## src/rtl/setfeat_pkg.sv

```systemverilog
// Package: codes and decoded-command record shared by the Set Features handler.
// Assumes 8-bit subcommand and count fields as seen at the handler's ports.
package setfeat_pkg;

    localparam logic [7:0] SUB_X8_ON  = 8'h01;
    localparam logic [7:0] SUB_X8_OFF = 8'h81;
    localparam logic [7:0] SUB_WC_ON  = 8'h02;
    localparam logic [7:0] SUB_WC_OFF = 8'h82;
    localparam logic [7:0] SUB_XFER   = 8'h03;
    localparam logic [7:0] SUB_POWER  = 8'h05;

    localparam logic [4:0] TYP_PIO_DEF  = 5'b00000;
    localparam logic [4:0] TYP_PIO_FLOW = 5'b00001;
    localparam logic [4:0] TYP_MDMA     = 5'b00100;
    localparam logic [4:0] TYP_UDMA     = 5'b01000;

    localparam logic [7:0] LEVEL_RSV_LO = 8'h00;
    localparam logic [7:0] LEVEL_RSV_HI = 8'hFF;
    localparam logic [7:0] LEVEL_RESET  = 8'hFE;

    typedef enum logic [2:0] {
        ACT_X8_ON,
        ACT_X8_OFF,
        ACT_WC_ON,
        ACT_WC_OFF,
        ACT_PIO,
        ACT_DMA,
        ACT_POWER,
        ACT_NONE
    } sf_act_e;

    typedef struct packed {
        logic       ok;        // command is legal in the current state
        sf_act_e    act;       // what to change
        logic [2:0] mode;      // PIO or DMA mode number
        logic       iordy_wr;  // PIO action rewrites the IORDY-disable flag
        logic       iordy_off; // new IORDY-disable value
        logic       ultra;     // DMA action picks Ultra rather than Multiword
        logic [7:0] level;     // power level for ACT_POWER
    } sf_dec_t;

endpackage

```

## src/rtl/setfeat_decode.sv

```systemverilog
// Module: combinational decode and legality check of one command.
// Assumes the caller applies the result only when dec.ok is set; the
// maximum mode numbers fit in three bits.
module setfeat_decode
    import setfeat_pkg::*;
#(
    parameter int PIO_MAX      = 4,
    parameter int MDMA_MAX     = 2,
    parameter int UDMA_MAX     = 5,
    parameter bit DMA_OK       = 1'b1,
    parameter bit IORDY_OFF_OK = 1'b1
) (
    input  logic [7:0] sub,
    input  logic [7:0] count,
    input  logic       dma_active,
    output sf_dec_t    dec
);
    localparam logic [2:0] PIO_TOP  = 3'(PIO_MAX);
    localparam logic [2:0] MDMA_TOP = 3'(MDMA_MAX);
    localparam logic [2:0] UDMA_TOP = 3'(UDMA_MAX);

    logic [4:0] typ;
    logic [2:0] num;

    assign typ = count[7:3];
    assign num = count[2:0];

    // Map subcommand plus count onto one action and its legality.
    always_comb begin
        dec           = '0;
        dec.act       = ACT_NONE;
        dec.mode      = num;
        dec.level     = count;
        unique case (sub)
            SUB_X8_ON: begin
                dec.act = ACT_X8_ON;
                dec.ok  = !dma_active;
            end
            SUB_X8_OFF: begin
                dec.act = ACT_X8_OFF;
                dec.ok  = 1'b1;
            end
            SUB_WC_ON: begin
                dec.act = ACT_WC_ON;
                dec.ok  = 1'b1;
            end
            SUB_WC_OFF: begin
                dec.act = ACT_WC_OFF;
                dec.ok  = 1'b1;
            end
            SUB_XFER: begin
                unique case (typ)
                    TYP_PIO_DEF: begin
                        dec.act       = ACT_PIO;
                        dec.mode      = 3'd0;
                        dec.iordy_wr  = 1'b1;
                        dec.iordy_off = (num == 3'd1);
                        dec.ok        = (num == 3'd0) || ((num == 3'd1) && IORDY_OFF_OK);
                    end
                    TYP_PIO_FLOW: begin
                        dec.act = ACT_PIO;
                        dec.ok  = (num <= PIO_TOP);
                    end
                    TYP_MDMA: begin
                        dec.act = ACT_DMA;
                        dec.ok  = DMA_OK && (num <= MDMA_TOP);
                    end
                    TYP_UDMA: begin
                        dec.act   = ACT_DMA;
                        dec.ultra = 1'b1;
                        dec.ok    = DMA_OK && (num <= UDMA_TOP);
                    end
                    default: dec.ok = 1'b0;
                endcase
            end
            SUB_POWER: begin
                dec.act = ACT_POWER;
                dec.ok  = (count != LEVEL_RSV_LO) && (count != LEVEL_RSV_HI);
            end
            default: dec.ok = 1'b0;
        endcase
    end

endmodule

```

## src/rtl/setfeat_flush_seq.sv

```systemverilog
// Module: write-back handshake for the cache-disable command.
// Assumes start is raised only while idle; the controller keeps flush_ack
// low until it has seen flush_req.
module setfeat_flush_seq (
    input  logic clk,
    input  logic rst_n,
    input  logic start,
    input  logic flush_ack,
    output logic flush_req,
    output logic busy,
    output logic drain_done
);
    logic waiting_q;

    // Hold the request from start until the acknowledge is sampled.
    always_ff @(posedge clk) begin
        if (!rst_n)
            waiting_q <= 1'b0;
        else if (start)
            waiting_q <= 1'b1;
        else if (waiting_q && flush_ack)
            waiting_q <= 1'b0;
    end

    assign flush_req  = waiting_q;
    assign busy       = waiting_q;
    assign drain_done = waiting_q && flush_ack;


    property flush_hold_p;
        @(posedge clk) disable iff (!rst_n)
        (flush_req && !flush_ack) |=> flush_req;
    endproperty
    flush_hold_chk: assert property (flush_hold_p);

endmodule

```

## src/rtl/setfeat_state.sv

```systemverilog
// Module: configuration registers of the device, updated by decoded actions.
// Assumes apply is raised only for legal, non-cache-disable commands;
// wc_clear marks the end of a write-back.
module setfeat_state
    import setfeat_pkg::*;
#(
    parameter bit DMA_OK = 1'b1
) (
    input  logic       clk,
    input  logic       rst_n,
    input  logic       apply,
    input  sf_dec_t    dec,
    input  logic       wc_clear,
    output logic       xfer8_on,
    output logic       wcache_on,
    output logic [2:0] pio_mode,
    output logic       iordy_on,
    output logic       mdma_on,
    output logic       udma_on,
    output logic [2:0] dma_mode,
    output logic       dma_active,
    output logic [7:0] apm_level
);
    localparam logic [2:0] IORDY_FORCE_MODE = 3'd3;

    logic       x8_q, wc_q, iordy_off_q, ultra_q, dact_q;
    logic [2:0] pio_q, dmode_q;
    logic [7:0] level_q;

    // 8-bit transfer flag.
    always_ff @(posedge clk) begin
        if (!rst_n)
            x8_q <= 1'b0;
        else if (apply && dec.act == ACT_X8_ON)
            x8_q <= 1'b1;
        else if (apply && dec.act == ACT_X8_OFF)
            x8_q <= 1'b0;
    end

    // Write cache flag: set directly, cleared only after the write-back.
    always_ff @(posedge clk) begin
        if (!rst_n)
            wc_q <= 1'b1;
        else if (wc_clear)
            wc_q <= 1'b0;
        else if (apply && dec.act == ACT_WC_ON)
            wc_q <= 1'b1;
    end

    // PIO mode, IORDY-disable flag and active transfer method.
    always_ff @(posedge clk) begin
        if (!rst_n) begin
            pio_q       <= 3'd0;
            iordy_off_q <= 1'b0;
            dact_q      <= 1'b0;
        end else if (apply && dec.act == ACT_PIO) begin
            pio_q  <= dec.mode;
            dact_q <= 1'b0;
            if (dec.iordy_wr)
                iordy_off_q <= dec.iordy_off;
        end else if (apply && dec.act == ACT_DMA) begin
            dact_q <= 1'b1;
        end
    end

    // DMA kind and mode: one field, so only one kind can be selected.
    always_ff @(posedge clk) begin
        if (!rst_n) begin
            ultra_q <= 1'b0;
            dmode_q <= 3'd0;
        end else if (apply && dec.act == ACT_DMA) begin
            ultra_q <= dec.ultra;
            dmode_q <= dec.mode;
        end
    end

    // Power management level.
    always_ff @(posedge clk) begin
        if (!rst_n)
            level_q <= LEVEL_RESET;
        else if (apply && dec.act == ACT_POWER)
            level_q <= dec.level;
    end

    assign xfer8_on   = x8_q;
    assign wcache_on  = wc_q;
    assign pio_mode   = pio_q;
    assign iordy_on   = !iordy_off_q || (pio_q >= IORDY_FORCE_MODE);
    assign mdma_on    = DMA_OK && !ultra_q;
    assign udma_on    = DMA_OK && ultra_q;
    assign dma_mode   = dmode_q;
    assign dma_active = dact_q;
    assign apm_level  = level_q;

endmodule

```

## src/rtl/setfeat_handler.sv

```systemverilog
// Module: top of the Set Features handler. Accepts one command strobe,
// decodes it, updates the configuration or starts a write-back, and
// reports a single-cycle done or abort pulse.
// Assumes cmd_valid is a one-cycle strobe; strobes while busy are dropped.
module setfeat_handler
    import setfeat_pkg::*;
#(
    parameter int PIO_MAX      = 4,
    parameter int MDMA_MAX     = 2,
    parameter int UDMA_MAX     = 5,
    parameter bit DMA_OK       = 1'b1,
    parameter bit IORDY_OFF_OK = 1'b1
) (
    input  logic       clk,
    input  logic       rst_n,
    input  logic       cmd_valid,
    input  logic [7:0] cmd_sub,
    input  logic [7:0] cmd_count,
    input  logic       flush_ack,
    output logic       cmd_done,
    output logic       cmd_abort,
    output logic       busy,
    output logic       flush_req,
    output logic       xfer8_on,
    output logic       io16_en,
    output logic       wcache_on,
    output logic [2:0] pio_mode,
    output logic       iordy_on,
    output logic       mdma_on,
    output logic       udma_on,
    output logic [2:0] dma_mode,
    output logic       dma_active,
    output logic [7:0] apm_level
);
    sf_dec_t dec;
    logic    accept, start_flush, apply, drain_done;
    logic    done_q, abort_q;

    setfeat_decode #(
        .PIO_MAX(PIO_MAX), .MDMA_MAX(MDMA_MAX), .UDMA_MAX(UDMA_MAX),
        .DMA_OK(DMA_OK), .IORDY_OFF_OK(IORDY_OFF_OK)
    ) u_dec (
        .sub(cmd_sub), .count(cmd_count), .dma_active(dma_active), .dec(dec)
    );

    assign accept      = cmd_valid && !busy;
    assign start_flush = accept && dec.ok && (dec.act == ACT_WC_OFF);
    assign apply       = accept && dec.ok && (dec.act != ACT_WC_OFF);

    setfeat_flush_seq u_flush (
        .clk(clk), .rst_n(rst_n), .start(start_flush), .flush_ack(flush_ack),
        .flush_req(flush_req), .busy(busy), .drain_done(drain_done)
    );

    setfeat_state #(.DMA_OK(DMA_OK)) u_state (
        .clk(clk), .rst_n(rst_n), .apply(apply), .dec(dec), .wc_clear(drain_done),
        .xfer8_on(xfer8_on), .wcache_on(wcache_on), .pio_mode(pio_mode),
        .iordy_on(iordy_on), .mdma_on(mdma_on), .udma_on(udma_on),
        .dma_mode(dma_mode), .dma_active(dma_active), .apm_level(apm_level)
    );

    // Register the status pulses for one cycle.
    always_ff @(posedge clk) begin
        if (!rst_n) begin
            done_q  <= 1'b0;
            abort_q <= 1'b0;
        end else begin
            done_q  <= apply || drain_done;
            abort_q <= accept && !dec.ok;
        end
    end

    assign cmd_done  = done_q;
    assign cmd_abort = abort_q;
    assign io16_en   = !xfer8_on;


    property status_excl_p;
        @(posedge clk) disable iff (!rst_n) !(cmd_done && cmd_abort);
    endproperty
    status_excl_chk: assert property (status_excl_p);


    property abort_hold_p;
        @(posedge clk) disable iff (!rst_n)
        cmd_abort |-> ($stable(pio_mode) && $stable(dma_mode) && $stable(apm_level)
                       && $stable(xfer8_on) && $stable(udma_on) && $stable(dma_active)
                       && $stable(iordy_on) && $stable(wcache_on));
    endproperty
    abort_hold_chk: assert property (abort_hold_p);


    property wc_fall_p;
        @(posedge clk) disable iff (!rst_n) $fell(wcache_on) |-> cmd_done;
    endproperty
    wc_fall_chk: assert property (wc_fall_p);


    property x8_rise_p;
        @(posedge clk) disable iff (!rst_n) $rose(xfer8_on) |-> (cmd_done && !dma_active);
    endproperty
    x8_rise_chk: assert property (x8_rise_p);

endmodule

```

## config.mk

```make
export PLATFORM = sky130hd
export DESIGN_NAME = setfeat_handler
export DESIGN_NICKNAME = d
export VERILOG_FILES = /design/src/rtl/setfeat_pkg.sv /design/src/rtl/setfeat_decode.sv /design/src/rtl/setfeat_flush_seq.sv /design/src/rtl/setfeat_state.sv /design/src/rtl/setfeat_handler.sv
export SDC_FILE = /design/constraint.sdc
export NUM_CORES = 1
export LEC_CHECK = 0
export BUFFER_PORTS_ARGS = -buffer_cell sky130_fd_sc_hd__buf_4
export CELL_PAD_IN_SITES_DETAIL_PLACEMENT = 0
export CELL_PAD_IN_SITES_GLOBAL_PLACEMENT = 2
export CORE_MARGIN = 2
export CORE_UTILIZATION = 29
export DETAILED_ROUTE_END_ITERATION = 10
export PLACE_DENSITY = 0.8
export REMOVE_ABC_BUFFERS = 1
export SLEW_MARGIN = 20
export SYNTH_ARGS = -nofsm -noshare
export SYNTH_HDL_FRONTEND = slang
export SYNTH_SLANG_ARGS = --single-unit
```

## constraint.sdc

```tcl
create_clock -name clk -period 3.3 [get_ports clk]
set_input_delay 0.165 -clock clk [delete_from_list [all_inputs] [get_ports clk]]
set_output_delay 0.165 -clock clk [all_outputs]
set_load 0.005 [all_outputs]
```

==> results of run 1 <==
==> layout make-up <==
type                            count  area [um2]  area share
Clock buffer                        4        55.1      0.0343
Inverter                            9        33.8      0.0211
Multi-Input combinational cell    104         682       0.425
Sequential cell                    22         440       0.275
Tap cell                           50        62.6      0.0390
Timing Repair Buffer               44         330       0.206
==> kinds of logic after synthesis <==
kind of cell           count (synthesis)  share of synthesized area
and+or+nand+nor                       71                      0.367
AOI/OAI and AO/OA                     30                      0.178
DFF                                   22                      0.368
buffers and inverters                 17                     0.0627
muxes                                  3                     0.0251
==> how the worst min path moves through the flow <==
| stage | startpoint | endpoint | slack [ps] | depth (start not counted) |
|---|---|---|---|---|
| floorplan | rst_n | u_state.wcache_on$_SDFFE_PN1P_ | 240 | 1 |
| global placement | flush_ack | u_flush.busy$_SDFFE_PN0P_ | 450 | 3 |
| detailed placement | u_state.dma_mode[2]$_SDFFE_PN0P_ | u_state.dma_mode[2]$_SDFFE_PN0P_ | 450 | 2 |
| CTS | flush_ack | u_flush.busy$_SDFFE_PN0P_ | 170 | 3 |
| global route | flush_ack | u_flush.busy$_SDFFE_PN0P_ | 180 | 3 |
| finish | flush_ack | u_flush.busy$_SDFFE_PN0P_ | 180 | 3 |
==> worst reg2reg max path, stage by stage, from the launching register on <==
cell	delay, ps
sky130_fd_sc_hd__dfxtp_1	330
sky130_fd_sc_hd__nand2b_1	80
sky130_fd_sc_hd__a21oi_1	80
sky130_fd_sc_hd__o32ai_2	200
sky130_fd_sc_hd__nor3b_4	620
sky130_fd_sc_hd__nor3b_1	110
sky130_fd_sc_hd__a31oi_1	150
==> registers in the layout (all words and copies together), names as in the netlist <==
register / count
cmd_abort: 1
cmd_done: 1
u_flush.busy: 1
u_state.apm_level: 8
u_state.dma_active: 1
u_state.dma_mode: 3
u_state.iordy_off_q: 1
u_state.pio_mode: 3
u_state.udma_on: 1
u_state.wcache_on: 1
u_state.xfer8_on: 1
==> cells in the final DEF (no fill, tap or decap), types with 3 or more instances in the layout <==
cell,n
sky130_fd_sc_hd__a21oi_1,4
sky130_fd_sc_hd__a31oi_1,7
sky130_fd_sc_hd__and3_1,4
sky130_fd_sc_hd__buf_4,44
sky130_fd_sc_hd__clkbuf_8,4
sky130_fd_sc_hd__dfxtp_1,22
sky130_fd_sc_hd__inv_1,9
sky130_fd_sc_hd__mux2i_1,3
sky130_fd_sc_hd__nand2_1,14
sky130_fd_sc_hd__nand3_1,8
sky130_fd_sc_hd__nand4_1,7
sky130_fd_sc_hd__nor2_1,6
sky130_fd_sc_hd__nor2b_1,3
sky130_fd_sc_hd__nor3_1,5
sky130_fd_sc_hd__nor3b_1,7
sky130_fd_sc_hd__o21ai_0,7
==> report_power, final <==
part           switching [W]  internal (W)   total, W
registers        0.000000214      0.000266   0.000266
logic              0.0000338     0.0000266  0.0000604
clock network      0.0000867      0.000106   0.000193
total               0.000121      0.000399   0.000519
==> per-stage QoR <==
step	setup WS [ps]	instances
floorplan	1200	135
detailed placement	859	229
finish	1140	233
global placement	940	229
CTS	1130	233
global route	942	233
==> routing by layer <==
metal	routed length, um	vias up
met5	0	-
met4	0	0
met3	230	0
met2	1470	46
met1	1410	534
li1	-	606
==> results.toml, run 1 <==
[global_routing]
use_met3 = 0.0197
total_grt_usage = 0.138
first_global_vias = 1081
global_route.peak_usage_layer = "met2"
antenna_found_initial = 0
grt.met2_usage = 0.244
grt_start_max_net_pins = 40
met1_usage = 0.180
first_pass_grt_wire_length_um = 4930
aggregate_global_routing_overflow = 0

[die]
chip_height_um = 68.3
core.rowCount = 23
placeableCoreArea_um2 = 4000
top_level_ports = 45
die_area_um2 = 4660
die_w_um = 68.3
initial_utilization = 0.299

[sta]
f_max_mhz = 463
layout_min_cycle_time_ps = 2160
final_max_slew_viol_count = 0
slew_headroom = 0.510
setup_violations = 0
final.setup_skew_ps = 1.56
grt_setup_unrepaired = "no"
finalHoldWorstSlack_ps = 181
hold_viol = 0
fin_tns_setup_ps = 0
tightest_slew_ps = 729
timing.final.crit_share = 0.655

[run_status]
run_status = "completed"

[critical_path]
cp_data_required_time_ps = 3490
timing.critical_path.to = "u_state.apm_level[4]$_SDFFE_PN1P_"
cp.buffers_inverters = 1
critical_path.endpoint_type = "register"
worst-setup-path-type = "primary input to register"
timing.rr.start = "u_state.dma_active$_SDFFE_PP0P_"
worstPathCellList = "buf_4 > or4_4 > nand4bb_4 > o32ai_2 > nor3b_4 > nor3b_1 > a31oi_1"
critical_path_cell_count = 7
crit_family = "simple AND/OR/NAND/NOR gates"
rrSetupSlack_ps = 1660
worstSetupStartpointType = "primary input"
crit_fanout = 16
critical_path.max_stage_delay_ps = 620
cp.arrival_ps = 2350
max_stage_delay_cell_worst_path = "sky130_fd_sc_hd__nor3b_4"
setup.worst_path.start = "cmd_sub[3]"
reg2reg_to = "u_state.apm_level[4]$_SDFFE_PN1P_"
worst_r2r_path_depth = 6

[routing]
drt-vias-per-instance = 5.09
drc_errors = 0
post_drt_wl_per_cell_um = 13.3
drt-pass1-iter-count = 4
route.final.wire_length_um = 3110
antenna_left = 0
drt-initial-drc-count = 71
num_vias = 1186

[clocking]
tritoncts = "built"
cts_resized = 0
clock_insertion_delay_worst_skew_ps = 260
hold_buf_cts = 0
cts-root-to-sink-buffers = 2
cts_root_buffer = "sky130_fd_sc_hd__clkbuf_8"
postCtsSetupRepairBufs = 0
cts_num_sinks = 22
htree_num_levels = 1
cts_made_buffers = 3
clk_transition_reported_paths_ps = 80

[logic_synthesis]
flip_flop_and_latch_count_after_synthesis = 22
yosysWarnings = 0
synth_area_um2 = 1200
yosysSeqAreaShare = 0.368
synth_largest_area_cell = "sky130_fd_sc_hd__dfxtp_1"
synth_common_cells = "sky130_fd_sc_hd__dfxtp_1, sky130_fd_sc_hd__nand2_1, sky130_fd_sc_hd__inv_1, sky130_fd_sc_hd__nand3_1"
yosys_most_used_dff = "sky130_fd_sc_hd__dfxtp_1"
syn_avg_cell_area_um2 = 8.37
synth.distinct_cells = 41
yosysMostFrequentCell = "sky130_fd_sc_hd__dfxtp_1"
fraction_of_synthesized_cell_area_taken_by_the_top_area_cell_type = 0.368
yosys-top-cells-area = "sky130_fd_sc_hd__dfxtp_1, sky130_fd_sc_hd__nand2_1, sky130_fd_sc_hd__nor3b_1"
postSynth.asyncResetShare = 0
netlist_instances = 143
number_of_synthesized_flops_with_an_enable_pin = 0

[place]
placedInstanceArea_um2 = 1550
numPortBuffers = 44
globalplace.congestion = 0.802
hpwlAfterDp_um = 2430

[finish]
insertedDiodeCount = 0
n_fill_cell = 423
finish.utilization = 0.401
drive_gt1_frac = 0.311
design_area_final_um2 = 1600
num-nets-final = 204
area.growth.synth_to_final_pct = 34.0

[job]
maxCapViolations = 0

[pwr]
total_power_w = 0.000519
ir_worst_vdd_uv = 112
power.static_leakage_nw = 0.637
pwrdens_nw_per_um2 = 324

[worst_hold_path]
timing.hold.worst.class = "primary input to register"
Power figures use the tool's default switching activity.
==> inputs of run 2 (changes only) <==
- CORE_UTILIZATION: 29 -> 27
- PLACE_DENSITY: 0.8 -> 0.75
- clock period: 3.3 -> 2 ns (I/O delays scaled with it)
==> results.toml, run 2 (same netlist as run 1, synthesis figures left out) <==
[sta]
grt_setup_unrepaired = "no"
finalHoldWorstSlack_ps = 127
final_max_slew_viol_count = 0
tightest_slew_ps = 394
hold_viol = 0
timing.final.crit_share = 0.911
slew_headroom = 0.735
final.setup_skew_ps = 1.71
layout_min_cycle_time_ps = 1820
f_max_mhz = 549
worst_slack_ps = 178
setup_violations = 0

[finish]
instances_no_fill = 243
n_fill_cell = 465
drive_gt1_frac = 0.340
final_cell_mix = "sky130_fd_sc_hd__buf_4, sky130_fd_sc_hd__dfxtp_1, sky130_fd_sc_hd__nand2_1"
largest_register_ff_count = 8
finish.utilization = 0.388
area.growth.synth_to_final_pct = 40.2
insertedDiodeCount = 0
layout.cells.most_common = "sky130_fd_sc_hd__buf_4"
num-nets-final = 212

[routing]
drc_errors = 0
route.final.wire_length_um = 3260
num_vias = 1206
drt-pass1-iter-count = 4
antenna_left = 0
drt-vias-per-instance = 4.96
drt-initial-drc-count = 51
post_drt_wl_per_cell_um = 13.4

[place]
numPortBuffers = 44
globalplace.congestion = 0.766
hpwlAfterDp_um = 2530
pre_cts_slack_ps = -110
place_inst = 239

[job]
maxCapViolations = 0

[worst_hold_path]
timing.hold.worst.class = "primary input to register"
worst_hold_path.num_cells = 3

[global_routing]
first_global_vias = 1088
aggregate_global_routing_overflow = 0
first_pass_grt_wire_length_um = 5080
antenna_found_initial = 0
total_grt_usage = 0.127
grt_start_max_net_pins = 40

[pwr]
netSwitchingPower_w = 0.000205
seq_power_share = 0.508
share_comb_of_total_power = 0.119
ir_worst_vdd_uv = 182
total_power_w = 0.000865
cellInternalPower_w = 0.000660
pwrdens_nw_per_um2 = 515
power.static_leakage_nw = 0.679
swShare = 0.237
pwr-share-clk = 0.373

[critical_path]
worstSetupStartpointType = "primary input"
cp.arrival_ps = 2020
crit_fanout = 16
worst-setup-path-type = "primary input to register"
worst_r2r_path_depth = 7
cp_data_required_time_ps = 2200
critical_path.endpoint_type = "register"

[clocking]
clk_transition_reported_paths_ps = 80
cts_made_buffers = 3
tritoncts = "built"
htree_num_levels = 1
cts_num_sinks = 22
cts_root_buffer = "sky130_fd_sc_hd__clkbuf_8"
clock_insertion_delay_worst_skew_ps = 260
cts-root-to-sink-buffers = 2
postCtsSetupRepairBufs = 0
hold_buf_cts = 0
cts_resized = 0

[die]
initial_utilization = 0.277
top_level_ports = 45
placeableCoreArea_um2 = 4320
core.rowCount = 24
die_area_um2 = 4980
die_w_um = 70.6
chip_height_um = 70.6

[run_status]
run_status = "completed"
[run 2: cell types whose count changed in the layout (fill, tap and decap cells not counted)]
cell                     delta
sky130_fd_sc_hd__buf_4      +7
sky130_fd_sc_hd__buf_12     +1
[run 2: metal layers]
layer  vias up  part of all wire  track usage
li1        622                 -            -
met1       537              0.46        0.159
met2        42              0.47        0.216
met5         -                 0            0
met4         0             0.014       0.0461
met3         5             0.063       0.0256
[run 2: layout make-up]
cell class	instances	area, um2	area share
inverter	9	33.8	0.0201
timing repair buffer	52	403	0.240
tap	52	65.1	0.0387
clock buffer	4	55.1	0.0328
multi-input combinational	104	682	0.406
sequential	22	440	0.262
[run 2: worst paths after layout]
| path | endpoint | slack [ps] | start |
|---|---|---|---|
| worst min-delay path | u_flush.busy$_SDFFE_PN0P_ | 130 | flush_ack |
| worst min register to register | u_state.dma_mode[2]$_SDFFE_PN0P_ | 470 | u_state.dma_mode[2]$_SDFFE_PN0P_ |
| worst max register to register | u_state.dma_mode[1]$_SDFFE_PN0P_ | 510 | u_state.dma_active$_SDFFE_PP0P_ |
| worst max-delay path | u_state.apm_level[6]$_SDFFE_PN1P_ | 180 | cmd_sub[3] |
[run 2: power by group through the flow]
stage | combinational [W] | clock (W) | sequential, W
floorplan | 0.0000351 | 0 | 0.000450
global placement | 0.000102 | 0 | 0.000449
detailed placement | 0.000103 | 0 | 0.000449
CTS | 0.000103 | 0.000336 | 0.000439
global route | 0.000113 | 0.000356 | 0.000439
finish | 0.000103 | 0.000323 | 0.000439
[run 2: worst max-delay path: stages]
cell,delay (ps)
sky130_fd_sc_hd__buf_4,110
sky130_fd_sc_hd__or4_4,540
sky130_fd_sc_hd__nand4bb_4,250
sky130_fd_sc_hd__o32ai_2,380
sky130_fd_sc_hd__nor3b_4,290
sky130_fd_sc_hd__buf_12,170
sky130_fd_sc_hd__nor3b_1,50
sky130_fd_sc_hd__a31oi_1,130
[run 2: metrics by stage]
| stage | TNS [ps] | instance area, um2 |
|---|---|---|
| 6_report | 0 | 1680 |
| 2_1_floorplan | -293 | 1160 |
| 5_1_grt | 0 | 1680 |
| 4_1_cts | 0 | 1680 |
| 3_3_place_gp | -228 | 1620 |
| 3_5_place_dp | -908 | 1620 |
